[src/rtl/link_repair_pkg.sv]
package link_repair_pkg;

    localparam int DATA_W    = 64;
    localparam int CTRL_W    = 4;
    localparam int HAM_W     = 7;
    localparam int CHK_W     = HAM_W + 1;
    localparam int INFO_W    = DATA_W + CTRL_W;
    localparam int FUNC_W    = DATA_W + CHK_W + CTRL_W;
    localparam int LOC_W     = 7;
    localparam int LANE_W    = 6;
    localparam int CHK_BASE  = DATA_W;
    localparam int OVP_WIRE  = DATA_W + HAM_W;
    localparam int CTRL_BASE = DATA_W + CHK_W;

    typedef enum logic [1:0] {
        ECC_CLEAN = 2'd0,
        ECC_FIX   = 2'd1,
        ECC_BAD   = 2'd2
    } ecc_kind_e;

    typedef enum logic [1:0] {
        SP_FREE    = 2'd0,
        SP_ACTIVE  = 2'd1,
        SP_RETIRED = 2'd2
    } spare_st_e;

    typedef struct packed {
        logic                vld;
        logic [DATA_W-1:0]   data;
        logic [CTRL_W-1:0]   ctrl;
        logic                fix;
        logic                bad;
    } out_stage_t;

    // Codeword position of each protected bit: the non-power-of-two slots in order.
    function automatic logic [INFO_W-1:0][LOC_W-1:0] pos_table();
        logic [INFO_W-1:0][LOC_W-1:0] t;
        int n;
        t = '0;
        n = 0;
        for (int q = 3; q < 128; q++) begin
            if (((q & (q - 1)) != 0) && (n < INFO_W)) begin
                t[n] = LOC_W'(q);
                n++;
            end
        end
        return t;
    endfunction

endpackage

[src/rtl/lane_steer.sv]
module lane_steer
    import link_repair_pkg::*;
#(
    parameter  int NSPARE = 2,
    localparam int NW     = FUNC_W + NSPARE
) (
    input  logic [NW-1:0]            wires,
    input  logic [NSPARE-1:0]        act,
    input  logic [NSPARE*LANE_W-1:0] lane,
    output logic [DATA_W-1:0]        data
);

    for (genvar j = 0; j < DATA_W; j++) begin : g_lane
        logic pick;
        always_comb begin
            pick = wires[j];
            for (int s = 0; s < NSPARE; s++) begin
                if (act[s] && (lane[s*LANE_W +: LANE_W] == LANE_W'(j))) begin
                    pick = wires[FUNC_W + s];
                end
            end
        end
        assign data[j] = pick;
    end

endmodule

[src/rtl/secded_locate.sv]
module secded_locate
    import link_repair_pkg::*;
(
    input  logic [INFO_W-1:0] info,
    input  logic [CHK_W-1:0]  chk,
    output logic [INFO_W-1:0] fixed,
    output ecc_kind_e         kind,
    output logic [LOC_W-1:0]  loc
);

    localparam logic [INFO_W-1:0][LOC_W-1:0] POS = pos_table();

    logic [HAM_W-1:0] syn;
    logic             par;
    logic             hit;

    always_comb begin
        syn = chk[HAM_W-1:0];
        for (int i = 0; i < INFO_W; i++) begin
            for (int p = 0; p < HAM_W; p++) begin
                if (POS[i][p]) syn[p] = syn[p] ^ info[i];
            end
        end
        par = (^info) ^ (^chk);
    end

    always_comb begin
        fixed = info;
        kind  = ECC_CLEAN;
        loc   = '0;
        hit   = 1'b0;
        if (par) begin
            kind = ECC_FIX;
            if (syn == '0) begin
                loc = LOC_W'(OVP_WIRE);
            end else if ($onehot(syn)) begin
                for (int p = 0; p < HAM_W; p++) begin
                    if (syn[p]) loc = LOC_W'(CHK_BASE + p);
                end
            end else begin
                for (int i = 0; i < INFO_W; i++) begin
                    if (POS[i] == syn) begin
                        hit      = 1'b1;
                        fixed[i] = ~info[i];
                        loc      = (i < DATA_W) ? LOC_W'(i)
                                                : LOC_W'(i - DATA_W + CTRL_BASE);
                    end
                end
                if (!hit) kind = ECC_BAD;
            end
        end else if (syn != '0) begin
            kind = ECC_BAD;
        end
    end

endmodule

[src/rtl/fault_tracker.sv]
module fault_tracker
    import link_repair_pkg::*;
#(
    parameter  int KHITS = 2,
    localparam int CW    = $clog2(KHITS + 1)
) (
    input  logic              clk,
    input  logic              rst_n,
    input  logic              xfer,
    input  ecc_kind_e         kind,
    input  logic [LOC_W-1:0]  loc,
    output logic              declare,
    output logic [LANE_W-1:0] declare_lane,
    output logic              side_fault
);

    typedef struct packed {
        logic [LOC_W-1:0] last;
        logic [CW-1:0]    hits;
    } hist_t;

    hist_t         h_d, h_q;
    logic [CW-1:0] run;

    always_comb begin
        h_d          = h_q;
        declare      = 1'b0;
        side_fault   = 1'b0;
        declare_lane = loc[LANE_W-1:0];
        run          = '0;
        if (xfer) begin
            unique case (kind)
                ECC_CLEAN: h_d.hits = '0;
                ECC_FIX: begin
                    if (loc >= LOC_W'(CHK_BASE)) begin
                        side_fault = 1'b1;
                        h_d.hits   = '0;
                    end else begin
                        run = ((h_q.hits != '0) && (h_q.last == loc))
                            ? h_q.hits + CW'(1) : CW'(1);
                        if (run == CW'(KHITS)) begin
                            declare  = 1'b1;
                            h_d.hits = '0;
                        end else begin
                            h_d.hits = run;
                        end
                        h_d.last = loc;
                    end
                end
                default: ;
            endcase
        end
    end

    always_ff @(posedge clk or negedge rst_n) begin
        if (!rst_n) h_q <= '0;
        else        h_q <= h_d;
    end

endmodule

[src/rtl/spare_alloc.sv]
module spare_alloc
    import link_repair_pkg::*;
#(
    parameter  int NSPARE = 2,
    localparam int SL_W   = $clog2(NSPARE + 1)
) (
    input  logic                     clk,
    input  logic                     rst_n,
    input  logic                     declare,
    input  logic [LANE_W-1:0]        declare_lane,
    input  logic                     side_fault,
    output logic [NSPARE-1:0]        act,
    output logic [NSPARE*LANE_W-1:0] lane,
    output logic [SL_W-1:0]          left,
    output logic                     failed
);

    typedef struct packed {
        spare_st_e [NSPARE-1:0]              st;
        logic      [NSPARE-1:0][LANE_W-1:0]  lane;
        logic                                failed;
    } tbl_t;

    tbl_t t_d, t_q;
    logic grab;

    always_comb begin
        t_d  = t_q;
        grab = 1'b0;
        if (!t_q.failed) begin
            if (side_fault) begin
                t_d.failed = 1'b1;
            end else if (declare) begin
                for (int s = 0; s < NSPARE; s++) begin
                    if (!grab && (t_q.st[s] == SP_FREE)) begin
                        grab        = 1'b1;
                        t_d.st[s]   = SP_ACTIVE;
                        t_d.lane[s] = declare_lane;
                    end
                end
                if (grab) begin
                    for (int s = 0; s < NSPARE; s++) begin
                        if ((t_q.st[s] == SP_ACTIVE) && (t_q.lane[s] == declare_lane)) begin
                            t_d.st[s] = SP_RETIRED;
                        end
                    end
                end else begin
                    t_d.failed = 1'b1;
                end
            end
        end
    end

    always_ff @(posedge clk or negedge rst_n) begin
        if (!rst_n) t_q <= '0;
        else        t_q <= t_d;
    end

    for (genvar s = 0; s < NSPARE; s++) begin : g_out
        assign act[s]                    = (t_q.st[s] == SP_ACTIVE);
        assign lane[s*LANE_W +: LANE_W]  = t_q.lane[s];
    end

    always_comb begin
        left = '0;
        for (int s = 0; s < NSPARE; s++) begin
            if (t_q.st[s] == SP_FREE) left = left + SL_W'(1);
        end
    end

    assign failed = t_q.failed;

endmodule

[src/rtl/spare_link_rx.sv]
module spare_link_rx
    import link_repair_pkg::*;
#(
    parameter  int NSPARE = 2,
    parameter  int KHITS  = 2,
    localparam int NW     = FUNC_W + NSPARE,
    localparam int SL_W   = $clog2(NSPARE + 1)
) (
    input  logic                     clk,
    input  logic                     rst_n,
    input  logic                     in_valid,
    input  logic [NW-1:0]            in_wires,
    output logic                     out_valid,
    output logic [DATA_W-1:0]        out_data,
    output logic [CTRL_W-1:0]        out_ctrl,
    output logic                     out_corrected,
    output logic                     out_uncorrectable,
    output logic [NSPARE-1:0]        steer_active,
    output logic [NSPARE*LANE_W-1:0] steer_lane,
    output logic [SL_W-1:0]          spares_left,
    output logic                     link_failed
);

    logic [DATA_W-1:0] lane_data;
    logic [INFO_W-1:0] fixed;
    ecc_kind_e         kind;
    logic [LOC_W-1:0]  loc;
    logic              declare;
    logic [LANE_W-1:0] declare_lane;
    logic              side_fault;
    out_stage_t        o_d, o_q;

    lane_steer #(.NSPARE(NSPARE)) u_steer (
        .wires (in_wires),
        .act   (steer_active),
        .lane  (steer_lane),
        .data  (lane_data)
    );

    secded_locate u_dec (
        .info  ({in_wires[CTRL_BASE +: CTRL_W], lane_data}),
        .chk   (in_wires[CHK_BASE +: CHK_W]),
        .fixed (fixed),
        .kind  (kind),
        .loc   (loc)
    );

    fault_tracker #(.KHITS(KHITS)) u_hist (
        .clk          (clk),
        .rst_n        (rst_n),
        .xfer         (in_valid),
        .kind         (kind),
        .loc          (loc),
        .declare      (declare),
        .declare_lane (declare_lane),
        .side_fault   (side_fault)
    );

    spare_alloc #(.NSPARE(NSPARE)) u_alloc (
        .clk          (clk),
        .rst_n        (rst_n),
        .declare      (declare),
        .declare_lane (declare_lane),
        .side_fault   (side_fault),
        .act          (steer_active),
        .lane         (steer_lane),
        .left         (spares_left),
        .failed       (link_failed)
    );

    always_comb begin
        o_d      = o_q;
        o_d.vld  = in_valid;
        o_d.fix  = in_valid && (kind == ECC_FIX);
        o_d.bad  = in_valid && (kind == ECC_BAD);
        if (in_valid) begin
            o_d.data = fixed[DATA_W-1:0];
            o_d.ctrl = fixed[DATA_W +: CTRL_W];
        end
    end

    always_ff @(posedge clk or negedge rst_n) begin
        if (!rst_n) o_q <= '0;
        else        o_q <= o_d;
    end

    assign out_valid         = o_q.vld;
    assign out_data          = o_q.data;
    assign out_ctrl          = o_q.ctrl;
    assign out_corrected     = o_q.fix;
    assign out_uncorrectable = o_q.bad;

endmodule

[config.mk]
export PLATFORM = sky130hd
export DESIGN_NAME = spare_link_rx
export DESIGN_NICKNAME = d
export VERILOG_FILES = /design/src/rtl/link_repair_pkg.sv /design/src/rtl/lane_steer.sv /design/src/rtl/secded_locate.sv /design/src/rtl/fault_tracker.sv /design/src/rtl/spare_alloc.sv /design/src/rtl/spare_link_rx.sv
export SDC_FILE = /design/constraint.sdc
export NUM_CORES = 1
export LEC_CHECK = 0
export ABC_CLOCK_PERIOD_IN_PS = 17870
export BUFFER_PORTS_ARGS = -buffer_cell sky130_fd_sc_hd__buf_2
export CORE_MARGIN = 1.5
export CORE_UTILIZATION = 36
export DETAILED_ROUTE_END_ITERATION = 6
export PLACE_DENSITY_LB_ADDON = 0.3
export SLEW_MARGIN = 20
export SYNTH_ARGS = -nofsm -noshare
export SYNTH_HDL_FRONTEND = slang
export SYNTH_SLANG_ARGS = --single-unit
[constraint.sdc]
create_clock -name clk -period 17.87 [get_ports clk]
set_input_delay 0 -clock clk [delete_from_list [all_inputs] [get_ports clk]]
set_output_delay 0 -clock clk [all_outputs]
set_load 0.01 [all_outputs]
# [Word level (Yosys, flattened, before mapping)]
# Cells that the tools add are included.
[word_totals] regBits=97 output_inout_bits=88 elab_cells=1048
[classes] n_addsub=8 n_lt_le_gt_ge=1 eq_ne=203 mux=384 n_bitwise=289 reduce_logical=151
[ops] op="== test 6 bit (second input constant)" n=64
[ops] op="two-way mux 1 bit" n=287
[ops] op="XOR 1 bit" n=218
[ops] op="== test 6 x 7 -> 1 bit (first input constant)" n=31
[ops] op="two-way mux 6 bit" n=34
[ops] op="two-way mux 68 bit" n=3
[ops] op="== test 6 x 5 -> 1 bit (second input constant)" n=32
[ops] op="logical AND 1 bit" n=134
[ops] op="== test 5 x 7 -> 1 bit (first input constant)" n=15
[ops] op="two-way mux 7 bit" n=14
[ops] op="== test 6 x 4 -> 1 bit (second input constant)" n=16
[ops] op="two-way mux 5 bit" n=16
[ops] op="== test 7 bit (first input constant)" n=11
[ops] op="NOT 1 bit" n=71
[ops] op="XOR reduction 68 bit" n=1
[ops] op="== test 4 x 7 -> 1 bit (first input constant)" n=7
[ops] op="== test 6 x 3 -> 1 bit (second input constant)" n=8
[ops] op="two-way mux 4 bit" n=9
[ops] op="two-way mux 2 bit" n=15
[ops] op="== test 6 x 2 -> 1 bit (second input constant)" n=4
[ops] op="== test 3 x 7 -> 1 bit (first input constant)" n=3
[ops] op="two-way mux 17 bit" n=1
[ops] op="== test 6 x 1 -> 1 bit (second input constant)" n=2
[ops] op="== test 6 bit" n=2
[ops] op="23 further kinds" n=38

# [Longest topological paths before layout]
# Gate-level depths: netlist of the first run.
[depth] depth_word=133 mapped_depth=35 depth_no_buf=28

# [Cells and area by module]
# A second synthesis of the first run with hierarchy kept.
[hier_totals] cells_unflattened=1269 hier_area_um2=11629.9
[modules_own_cells] module="secded_locate" instances=1 cells_per_inst=533 area_each_um2=4050.1 seq_area_each_um2=0.0
[modules_own_cells] module="lane_steer" instances=1 cells_per_inst=458 area_each_um2=3128.0 seq_area_each_um2=0.0
[modules_own_cells] module="spare_link_rx" instances=1 cells_per_inst=149 area_each_um2=2961.6 seq_area_each_um2=1776.7
[modules_own_cells] module="spare_alloc" instances=1 cells_per_inst=81 area_each_um2=953.4 seq_area_each_um2=425.4
[modules_own_cells] module="fault_tracker" instances=1 cells_per_inst=48 area_each_um2=536.8 seq_area_each_um2=225.2

# [Worst setup path before layout of the first run]
# Ideal clock, no wire load.
[synth_timing] kind="register to register" from="register u_alloc.t_q (netlist bit u_alloc.lane[0])" to="register u_alloc.t_q (netlist bit u_alloc.lane[6])" arrival_ns=7.234 slack_ns=10.511 path_stages_with_launch=28 path_buffers=5 period_less_slack_ns=7.359 path_cell_list="dfrtp_1 > buf_6 > buf_8 > nor4b_4 > nand2_2 > mux2i_2 > o221a_2 > o32ai_2 > xnor3_1 > xnor3_2 > xor2_1 > ha_1 > clkbuf_1 > clkbuf_1 > inv_1 > fa_1 > fa_1 > xnor2_1 > and3_1 > buf_1 > a2111oi_0 > a211oi_1 > o41a_1 > o21ai_0 > and4b_1 > o31ai_4 > a2111oi_4 > mux2_4"
[synth_between] elab_chain_cells=122 elab_cells_between_ends=720 cone_classes="add/sub: 6; order compare: 1; eq/ne: 135; mux: 289; bitwise: 219; reduce/logical: 70"
[synth_lines] item="from (decl)" line="spare_alloc.sv:24" rtl="tbl_t t_d, t_q;"
[synth_lines] item="from (signal assigned)" line="spare_alloc.sv:56" rtl="else t_q <= t_d;"
[synth_lines] item="branches (longest 122 deep; another with logical NOT 6 bit)"
# Parallel ways; which one is timed is not known. The select of a mux whose other input is x is not followed.
# A chain may end at the register's enable or synchronous reset.

# [Worst setup path after layout of the first run]
[layout_timing] from="register u_alloc.t_q (netlist bit u_alloc.lane[3])" to="register u_alloc.t_q (netlist bit u_alloc.lane[6])"
# Same word-level chain as after synthesis.

==> results.sh, run 1 <==
export IMPL_cp_max_fo=27
export IMPL_cts_tree="built"
export IMPL_fin_nets=1793
export IMPL_diodes=0
export IMPL_min_path_type="in -> reg"
export IMPL_routabilityCongestion=0.997
export IMPL_cp_arrival_ns=9.49
export IMPL_clock_skew_final_ns=0.0193
export IMPL_design_area_sq_mm=0.0139
export IMPL_clkTransAtPathRegs_ns=0.07
export IMPL_synth_largest_area_cell="dfrtp_1"
export IMPL_ys_seq_area_frac=0.191
export IMPL_cts_hold_buf=4
export IMPL_gr_total_overflow=0
export IMPL_clock_latency_ns=0.38
export IMPL_grt_max_degree=98
export IMPL_end_kind="register"
export IMPL_die_h_microns=191
export IMPL_synthCells=1633
export IMPL_synth_seq_cells=97
export IMPL_setup_violations=0
export IMPL_drtIter0Drc=1410
export IMPL_final_util=0.401
export IMPL_hpwl_microns=40100
export IMPL_io_buffers=168
export IMPL_worst_slew_pin_slew_ns=1.12
export IMPL_ios=169
export IMPL_syn_nets=1735
export IMPL_h_tree_depth=3
export IMPL_cts_made_buffers=9
export IMPL_rsz0062_at_grt="false"
export IMPL_drtAntennaViolNets=0
export IMPL_gr_usage_all_layers=0.281
export IMPL_place_area_sq_mm=0.0135
export IMPL_core_area_sq_mm=0.0346
export IMPL_synth_top_area_share=0.191
export IMPL_synth_most_common_cell="nor2_1"
export IMPL_antenna_found_initial=0
export IMPL_async_flop_share=1.00
export IMPL_synthFlopType="dfrtp_1"
export IMPL_final_setup_tns_ns=0
export IMPL_grt_pass1_vias=12100
export IMPL_drive_above_1_share=0.181
export IMPL_initial_core_util=0.367
export IMPL_dieArea_sq_mm=0.0365
export IMPL_cts_resized=0
export IMPL_synth_edf_count=0
export IMPL_wire_per_inst_microns=24.1
export IMPL_finalHoldViolCount=0
export IMPL_clock_sinks=97
export IMPL_drc=0
export IMPL_slew_headroom=0.254
export IMPL_cts_root_buf="clkbuf_16"
export IMPL_ys_warn_count=0
export IMPL_fillers=3619
export IMPL_synth_avg_cell_area_sq_um=7.79
export IMPL_status="complete, no violations"
export IMPL_die_w_microns=191
export IMPL_area_growth_synth_to_final_pct=9.29
export IMPL_drt_total_wl_microns=51900
export IMPL_synth_cell_type_count=101
export IMPL_worstPathRequired_ns=18.12
export IMPL_dr_pass1_iters=6
export IMPL_period_share=0.517
export IMPL_vias_per_cell=6.13
export IMPL_synthTopCellsByArea="dfrtp_1, xnor2_1, nor2_1"
export IMPL_syn_area_sq_mm=0.0127
export IMPL_clk_path_buf_depth=2
export IMPL_vias=13200
export IMPL_crit_type="reg -> reg"
export IMPL_drv_slew=0
export IMPL_fmaxAchievable_mhz=108
export IMPL_grt_first_pass_wirelength_microns=77200
export IMPL_fin_hold_ws_ns=0.0166
export IMPL_min_period_ns=9.24
export IMPL_ys_top_cells_by_count="nor2_1, nand2_1, a21oi_1, xnor2_1, dfrtp_1"
export IMPL_postCtsSetupBuffers=0
export IMPL_placementRows=68
export IMPL_maxCapViolations=0
export IMPL_cp_start_kind="register"
[worst max-delay path: stages, from the launching register on]
cell       delay (ns)
dfrtp_1          1.06
nor4b_2          0.61
nand2_1          0.19
mux2i_4          0.48
o221a_2          0.30
o22ai_2          0.09
xor2_1           0.25
xnor3_1          0.48
xnor3_1          0.39
xnor2_1          0.42
ha_1             0.66
inv_1            0.38
fa_1             0.57
fa_1             0.45
xnor2_1          0.15
and3_1           0.25
a2111oi_0        0.52
a211oi_1         0.10
o41a_1           0.17
o21ai_0          0.15
and4b_1          0.25
o31ai_4          0.15
a2111oi_4        0.70
mux2_4           0.35
[cell type report]
| class | instances | area (sq um) | share of cell area |
|---|---|---|---|
| multi-input cells | 1354 | 9410 | 0.677 |
| flip-flops and latches | 97 | 2430 | 0.175 |
| repair buffers | 192 | 1040 | 0.0747 |
| well taps | 455 | 569 | 0.0410 |
| clock buffers | 9 | 225 | 0.0162 |
| inverters | 37 | 139 | 0.00999 |
| clock inverters | 7 | 90.1 | 0.00648 |
[cells in the final DEF, fill, tap and decap left out, types with 9 or more instances in the layout]
| master | count |
|---|---|
| a21oi_1 | 156 |
| a221o_1 | 25 |
| a221oi_1 | 12 |
| a31oi_1 | 18 |
| a32oi_1 | 18 |
| and3_1 | 15 |
| buf_2 | 165 |
| buf_4 | 23 |
| clkbuf_16 | 9 |
| dfrtp_1 | 97 |
| ha_1 | 18 |
| inv_1 | 36 |
| mux2_2 | 9 |
| mux2i_1 | 32 |
| mux2i_2 | 12 |
| nand2_1 | 174 |
| nand3_1 | 34 |
| nand4_1 | 9 |
| nand4b_1 | 10 |
| nor2_1 | 225 |
| nor2b_1 | 11 |
| nor3_1 | 31 |
| o211ai_1 | 11 |
| o21ai_0 | 68 |
| o221ai_1 | 24 |
| o22ai_1 | 15 |
| o31ai_1 | 16 |
| xnor2_1 | 145 |
| xnor3_1 | 14 |
| xor2_1 | 50 |
[routing by layer]
layer  track usage  wire, microns  vias up
met4         0.130           2620        0
met5             0              0        -
met2         0.443          23100      705
met3        0.0481           4360      118
li1              -              -     6020
met1         0.373          21800     6339
[state kept, by name (all words and copies together) (netlist names)]
register and cells:
out_valid 1, u_hist.h_q 9, out_corrected 1, u_alloc.t_q 4, u_alloc.failed 1, out_uncorrectable 1, out_ctrl 4, out_data 64
u_alloc.lane 12
[logic make-up after synthesis]
group,share of synthesized area
flip-flops,0.191
multiplexers,0.0603
AND/OR/NAND/NOR,0.244
AO/OA/AOI/OAI,0.244
buffers and inverters,0.0709
XOR/XNOR,0.167
adder cells (fa/ha/maj),0.0224
[stage by stage]
stage | setup WS, ns | instances
6_report | 8.63 | 2151
5_1_grt | 8.13 | 2151
4_1_cts | 8.81 | 2151
3_5_place_dp | 8.83 | 2131
3_3_place_gp | 9.02 | 2131
2_1_floorplan | 10.51 | 1633
[path summary, 6_finish.rpt]
kind / startpoint / to / slack, ns / cells past startpoint
min in group asynchronous: rst_n / out_data[25]$_DFFE_PN0P_ / 0.16 / 2
min: in_wires[73] / out_ctrl[1]$_DFFE_PN0P_ / 0.02 / 3
min reg2reg: u_hist.h_q[1]$_DFFE_PN0P_ / u_hist.h_q[1]$_DFFE_PN0P_ / 0.48 / 2
max reg2reg: u_alloc.lane[3]$_DFFE_PN0P_ / u_alloc.lane[6]$_DFFE_PN0P_ / 8.63 / 23
max in group asynchronous: rst_n / out_ctrl[1]$_DFFE_PN0P_ / 16.52 / 3
max: u_alloc.lane[3]$_DFFE_PN0P_ / u_alloc.lane[6]$_DFFE_PN0P_ / 8.63 / 23
Power of run 1 is left out: the tool's default activity adds up to more than one toggle a clock period on the data nets, which glitch-free logic cannot reach.
==> run 2: changes to the inputs <==
--- a/config.mk
+++ b/config.mk
@@ -5,7 +5,7 @@
 export SDC_FILE = /design/constraint.sdc
 export NUM_CORES = 1
 export LEC_CHECK = 0
-export ABC_CLOCK_PERIOD_IN_PS = 17870
+export ABC_CLOCK_PERIOD_IN_PS = 7500
 export BUFFER_PORTS_ARGS = -buffer_cell sky130_fd_sc_hd__buf_2
 export CORE_MARGIN = 1.5
 export CORE_UTILIZATION = 36
==> constraint.sdc (replaced) <==
create_clock -name clk -period 7.5 [get_ports clk]
set_input_delay 0 -clock clk [delete_from_list [all_inputs] [get_ports clk]]
set_output_delay 0 -clock clk [all_outputs]
set_load 0.01 [all_outputs]
==> results.sh, run 2 (synthesized netlist as in run 1, its figures left out) <==
export IMPL_status="finished, violations left"
export IMPL_failed_checks="DRC"
export IMPL_crit_family="compound AO/OA/AOI/OAI gates"
export IMPL_critPathBufInv=3
export IMPL_gr_total_overflow=0
export IMPL_clock_latency_ns=0.39
export IMPL_vias_per_cell=5.91
export IMPL_routabilityCongestion=0.976
export IMPL_vias=14200
export IMPL_antenna_found_initial=0
export IMPL_finalHoldViolCount=0
export IMPL_drt_total_wl_microns=55500
export IMPL_final_util=0.464
export IMPL_critPathSlowestCell="fa_1"
export IMPL_drtIter0Drc=1685
export IMPL_wire_per_inst_microns=23.2
export IMPL_drive_above_1_share=0.306
export IMPL_core_area_sq_mm=0.0346
export IMPL_hpwl_microns=44600
export IMPL_grt_pass1_vias=13000
export IMPL_clock_skew_final_ns=0.0278
export IMPL_dieArea_sq_mm=0.0365
export IMPL_end_kind="register"
export IMPL_maxCapViolations=0
export IMPL_initial_core_util=0.367
export IMPL_drc=11
export IMPL_io_buffers=168
export IMPL_ios=169
export IMPL_clk_path_buf_depth=2
export IMPL_final_common_cell="buf_4"
export IMPL_gr_usage_all_layers=0.299
export IMPL_worst_slew_pin_slew_ns=0.888
export IMPL_min_period_ns=7.22
export IMPL_grt_max_degree=99
export IMPL_die_h_microns=191
export IMPL_min_path_type="in -> reg"
export IMPL_multi_input_area_sq_mm=0.00960
export IMPL_final_cell_mix="buf_4, nor2_1, nand2_1"
export IMPL_cp_max_fo=7
export IMPL_regArea_sq_mm=0.00244
export IMPL_critPathMaxStageDelay_ns=0.49
export IMPL_fillers=3445
export IMPL_placed_cells=2365
export IMPL_crit_type="reg -> reg"
export IMPL_diodes=0
export IMPL_drv_slew=0
export IMPL_period_share=0.962
export IMPL_area_growth_synth_to_final_pct=26.3
export IMPL_die_w_microns=191
export IMPL_cp_start_kind="register"
export IMPL_worstPathRequired_ns=7.76
export IMPL_fmaxAchievable_mhz=139
export IMPL_clock_sinks=97
export IMPL_grt_first_pass_wirelength_microns=81600
export IMPL_largest_reg_flops=64
export IMPL_setup_violations=0
export IMPL_slew_headroom=0.408
export IMPL_h_tree_depth=3
export IMPL_cts_made_buffers=9
export IMPL_drtAntennaViolNets=0
export IMPL_cts_tree="built"
export IMPL_cp_arrival_ns=7.47
export IMPL_dr_pass1_iters=7
export IMPL_placementRows=68
export IMPL_cts_root_buf="clkbuf_16"
export IMPL_clkTransAtPathRegs_ns=0.08
export IMPL_fin_cells=2398
export IMPL_fin_nets=2040
==> run 2: path summary, 6_finish.rpt <==
kind | from | end | slack, ns | cells after the start
setup reg to reg | u_alloc.lane[0]$_DFFE_PN0P_ | u_alloc.lane[3]$_DFFE_PN0P_ | 0.28 | 26
hold reg to reg | u_hist.h_q[1]$_DFFE_PN0P_ | u_hist.h_q[1]$_DFFE_PN0P_ | 0.49 | 2
min in group asynchronous | rst_n | out_data[23]$_DFFE_PN0P_ | 0.14 | 2
max in group asynchronous | rst_n | out_data[0]$_DFFE_PN0P_ | 6.18 | 3
hold / removal | in_wires[73] | out_ctrl[1]$_DFFE_PN0P_ | 0.01 | 3
setup / recovery | u_alloc.lane[0]$_DFFE_PN0P_ | u_alloc.lane[3]$_DFFE_PN0P_ | 0.28 | 26
==> run 2: final cells by class <==
class,count,share of cell area
Sequential cell,97,0.152
Clock buffer,10,0.0143
Inverter,37,0.00865
Multi-Input combinational cell,1354,0.598
Tap cell,455,0.0355
Timing Repair Buffer,439,0.185
Clock inverter,6,0.00600
==> run 2: per-stage QoR <==
step	hold WS, ns	setup WS (ns)	area, sq um	TNS, ns
5_1_grt	0.0197	-0.0213	16100	-0.102
6_report	0.0142	0.283	16100	0
2_1_floorplan	-0.296	0.141	12700	0
3_3_place_gp	0.00433	0.0628	15400	0
3_5_place_dp	0.00451	-0.100	15400	-0.919
4_1_cts	0.00365	0.0341	15700	0
==> run 2: tightest hold or removal path, stage by stage <==
cell     delay, ns
buf_2         0.15
xnor2_1       0.14
a21oi_1       0.06
==> run 2: layer usage <==
| metal | global-route usage | up-vias | share of wire |
|---|---|---|---|
| met4 | 0.141 | 0 | 0.053 |
| met1 | 0.413 | 6772 | 0.43 |
| li1 | - | 6508 | - |
| met5 | 0 | - | 0 |
| met2 | 0.456 | 753 | 0.43 |
| met3 | 0.0439 | 143 | 0.083 |
==> run 2: timing repair <==
item | CTS | global route
hold buffers | 2 | 0
setup endpoints to repair | 14 | 20
hold endpoints to repair | 37 | 0
pin swaps | 0 | 6
buffers inserted | 0 | 15
resized for setup | 7 | 46
Power of run 2 is left out for the same reason.
==> run 3: changes to the inputs <==
--- a/config.mk
+++ b/config.mk
@@ -7,8 +7,9 @@
 export LEC_CHECK = 0
 export ABC_CLOCK_PERIOD_IN_PS = 7500
 export BUFFER_PORTS_ARGS = -buffer_cell sky130_fd_sc_hd__buf_2
+export CORE_ASPECT_RATIO = 1.75
 export CORE_MARGIN = 1.5
-export CORE_UTILIZATION = 36
+export CORE_UTILIZATION = 40
 export DETAILED_ROUTE_END_ITERATION = 6
 export PLACE_DENSITY_LB_ADDON = 0.3
 export SLEW_MARGIN = 20
==> results.sh, run 3 (synthesized netlist as in run 1, its figures left out) <==
export IMPL_routabilityCongestion=1.02
export IMPL_clkTransAtPathRegs_ns=0.09
export IMPL_grt_max_degree=101
export IMPL_maxCapViolations=0
export IMPL_setup_violations=0
export IMPL_drv_slew=0
export IMPL_clk_path_buf_depth=2
export IMPL_regArea_sq_mm=0.00244
export IMPL_drtAntennaViolNets=0
export IMPL_finalHoldViolCount=0
export IMPL_area_growth_synth_to_final_pct=25.5
export IMPL_fin_hold_ws_ns=0.0982
export IMPL_period_share=0.967
export IMPL_slew_headroom=0.383
export IMPL_final_cell_mix="buf_4, nor2_1, nand2_1"
export IMPL_cts_root_buf="clkbuf_16"
export IMPL_critPathSlowestCell="or4b_2"
export IMPL_vias_per_cell=6.03
export IMPL_crit_family="compound AO/OA/AOI/OAI gates"
export IMPL_vias=14000
export IMPL_clock_sinks=97
export IMPL_min_period_ns=7.25
export IMPL_clock_skew_final_ns=0.0167
export IMPL_grt_pass1_vias=13300
export IMPL_clock_latency_ns=0.38
export IMPL_drtIter0Drc=1532
export IMPL_drive_above_1_share=0.300
export IMPL_critPathBufInv=4
export IMPL_cp_max_fo=7
export IMPL_core_area_sq_mm=0.0314
export IMPL_cp_start_kind="register"
export IMPL_drt_total_wl_microns=53900
export IMPL_cts_made_buffers=9
export IMPL_diodes=0
export IMPL_multi_input_area_sq_mm=0.00973
export IMPL_placementRows=86
export IMPL_r2r_end="u_alloc.lane[7]$_DFFE_PN0P_"
export IMPL_fin_nets=2016
export IMPL_worst_slew_pin_slew_ns=0.926
export IMPL_rr_worst_depth=28
export IMPL_die_h_microns=239
export IMPL_dieArea_sq_mm=0.0329
export IMPL_cp_common_cell="a21oi_1"
export IMPL_io_buffers=168
export IMPL_crit_type="reg -> reg"
export IMPL_gr_usage_all_layers=0.327
export IMPL_wire_per_inst_microns=23.3
export IMPL_ios=169
export IMPL_path_depth=28
export IMPL_h_tree_depth=3
export IMPL_status="complete, no violations"
export IMPL_dr_pass1_iters=6
export IMPL_final_common_cell="buf_4"
export IMPL_hpwl_microns=43400
export IMPL_end_kind="register"
export IMPL_min_path_type="in -> async"
export IMPL_antenna_found_initial=0
export IMPL_cp_arrival_ns=7.51
export IMPL_r2r_slack_ns=0.25
export IMPL_initial_core_util=0.405
export IMPL_critPathMaxStageDelay_ns=0.61
export IMPL_fmaxAchievable_mhz=138
export IMPL_fillers=3128
export IMPL_r2r_start="u_alloc.lane[3]$_DFFE_PN0P_"
export IMPL_gr_total_overflow=0
export IMPL_grt_first_pass_wirelength_microns=80400
export IMPL_worstPathRequired_ns=7.76
export IMPL_largest_reg_flops=64
export IMPL_drc=0
export IMPL_die_w_microns=138
export IMPL_cts_tree="built"
-- run 3: through the flow --
| step | worst slack, ns | cells | TNS [ns] | instance area [sq um] | utilization |
|---|---|---|---|---|---|
| 5_1_grt | -0.0220 | 2315 | -0.116 | 16000 | 0.508 |
| 3_5_place_dp | 0.0712 | 2286 | 0 | 15200 | 0.483 |
| 4_1_cts | 0.0323 | 2308 | 0 | 15600 | 0.495 |
| 6_report | 0.247 | 2315 | 0 | 16000 | 0.508 |
| 2_1_floorplan | 0.141 | 1633 | 0 | 12700 | - |
| 3_3_place_gp | 0.121 | 2286 | 0 | 15200 | 0.483 |
-- run 3: final cells by class --
cell class                 instances  area share
multi-input combinational       1354       0.609
tap                              396      0.0310
clock buffer                       9      0.0141
clock inverter                     7     0.00588
timing repair buffer             415       0.178
inverter                          37     0.00870
sequential                        97       0.153
-- run 3: worst max-delay path by stage --
stage / start / end
global route: u_alloc.lane[3]$_DFFE_PN0P_ / u_alloc.lane[9]$_DFFE_PN0P_
CTS: u_alloc.lane[3]$_DFFE_PN0P_ / u_alloc.lane[7]$_DFFE_PN0P_
floorplan: u_alloc.lane[0]$_DFFE_PN0P_ / u_alloc.lane[6]$_DFFE_PN0P_
finish: u_alloc.lane[3]$_DFFE_PN0P_ / u_alloc.lane[7]$_DFFE_PN0P_
detailed placement: u_alloc.lane[3]$_DFFE_PN0P_ / u_alloc.lane[1]$_DFFE_PN0P_
global placement: u_alloc.lane[1]$_DFFE_PN0P_ / u_alloc.lane[1]$_DFFE_PN0P_
-- run 3: timing repair --
action,CTS,global route
hold buffers,6,0
setup endpoints to repair,3,28
buffers inserted,0,7
endpoints found under the hold margin,33,0
gates cloned,0,0
pin swaps,0,9
resized for setup,1,67
-- run 3: per-layer routing --
metal  vias up  track usage  share of wire
met3       156       0.0263          0.050
met4         0        0.185          0.063
li1       6461            -              -
met2       692        0.565           0.50
met5         -            0              0
met1      6658        0.392           0.39
Power of run 3 is left out for the same reason.
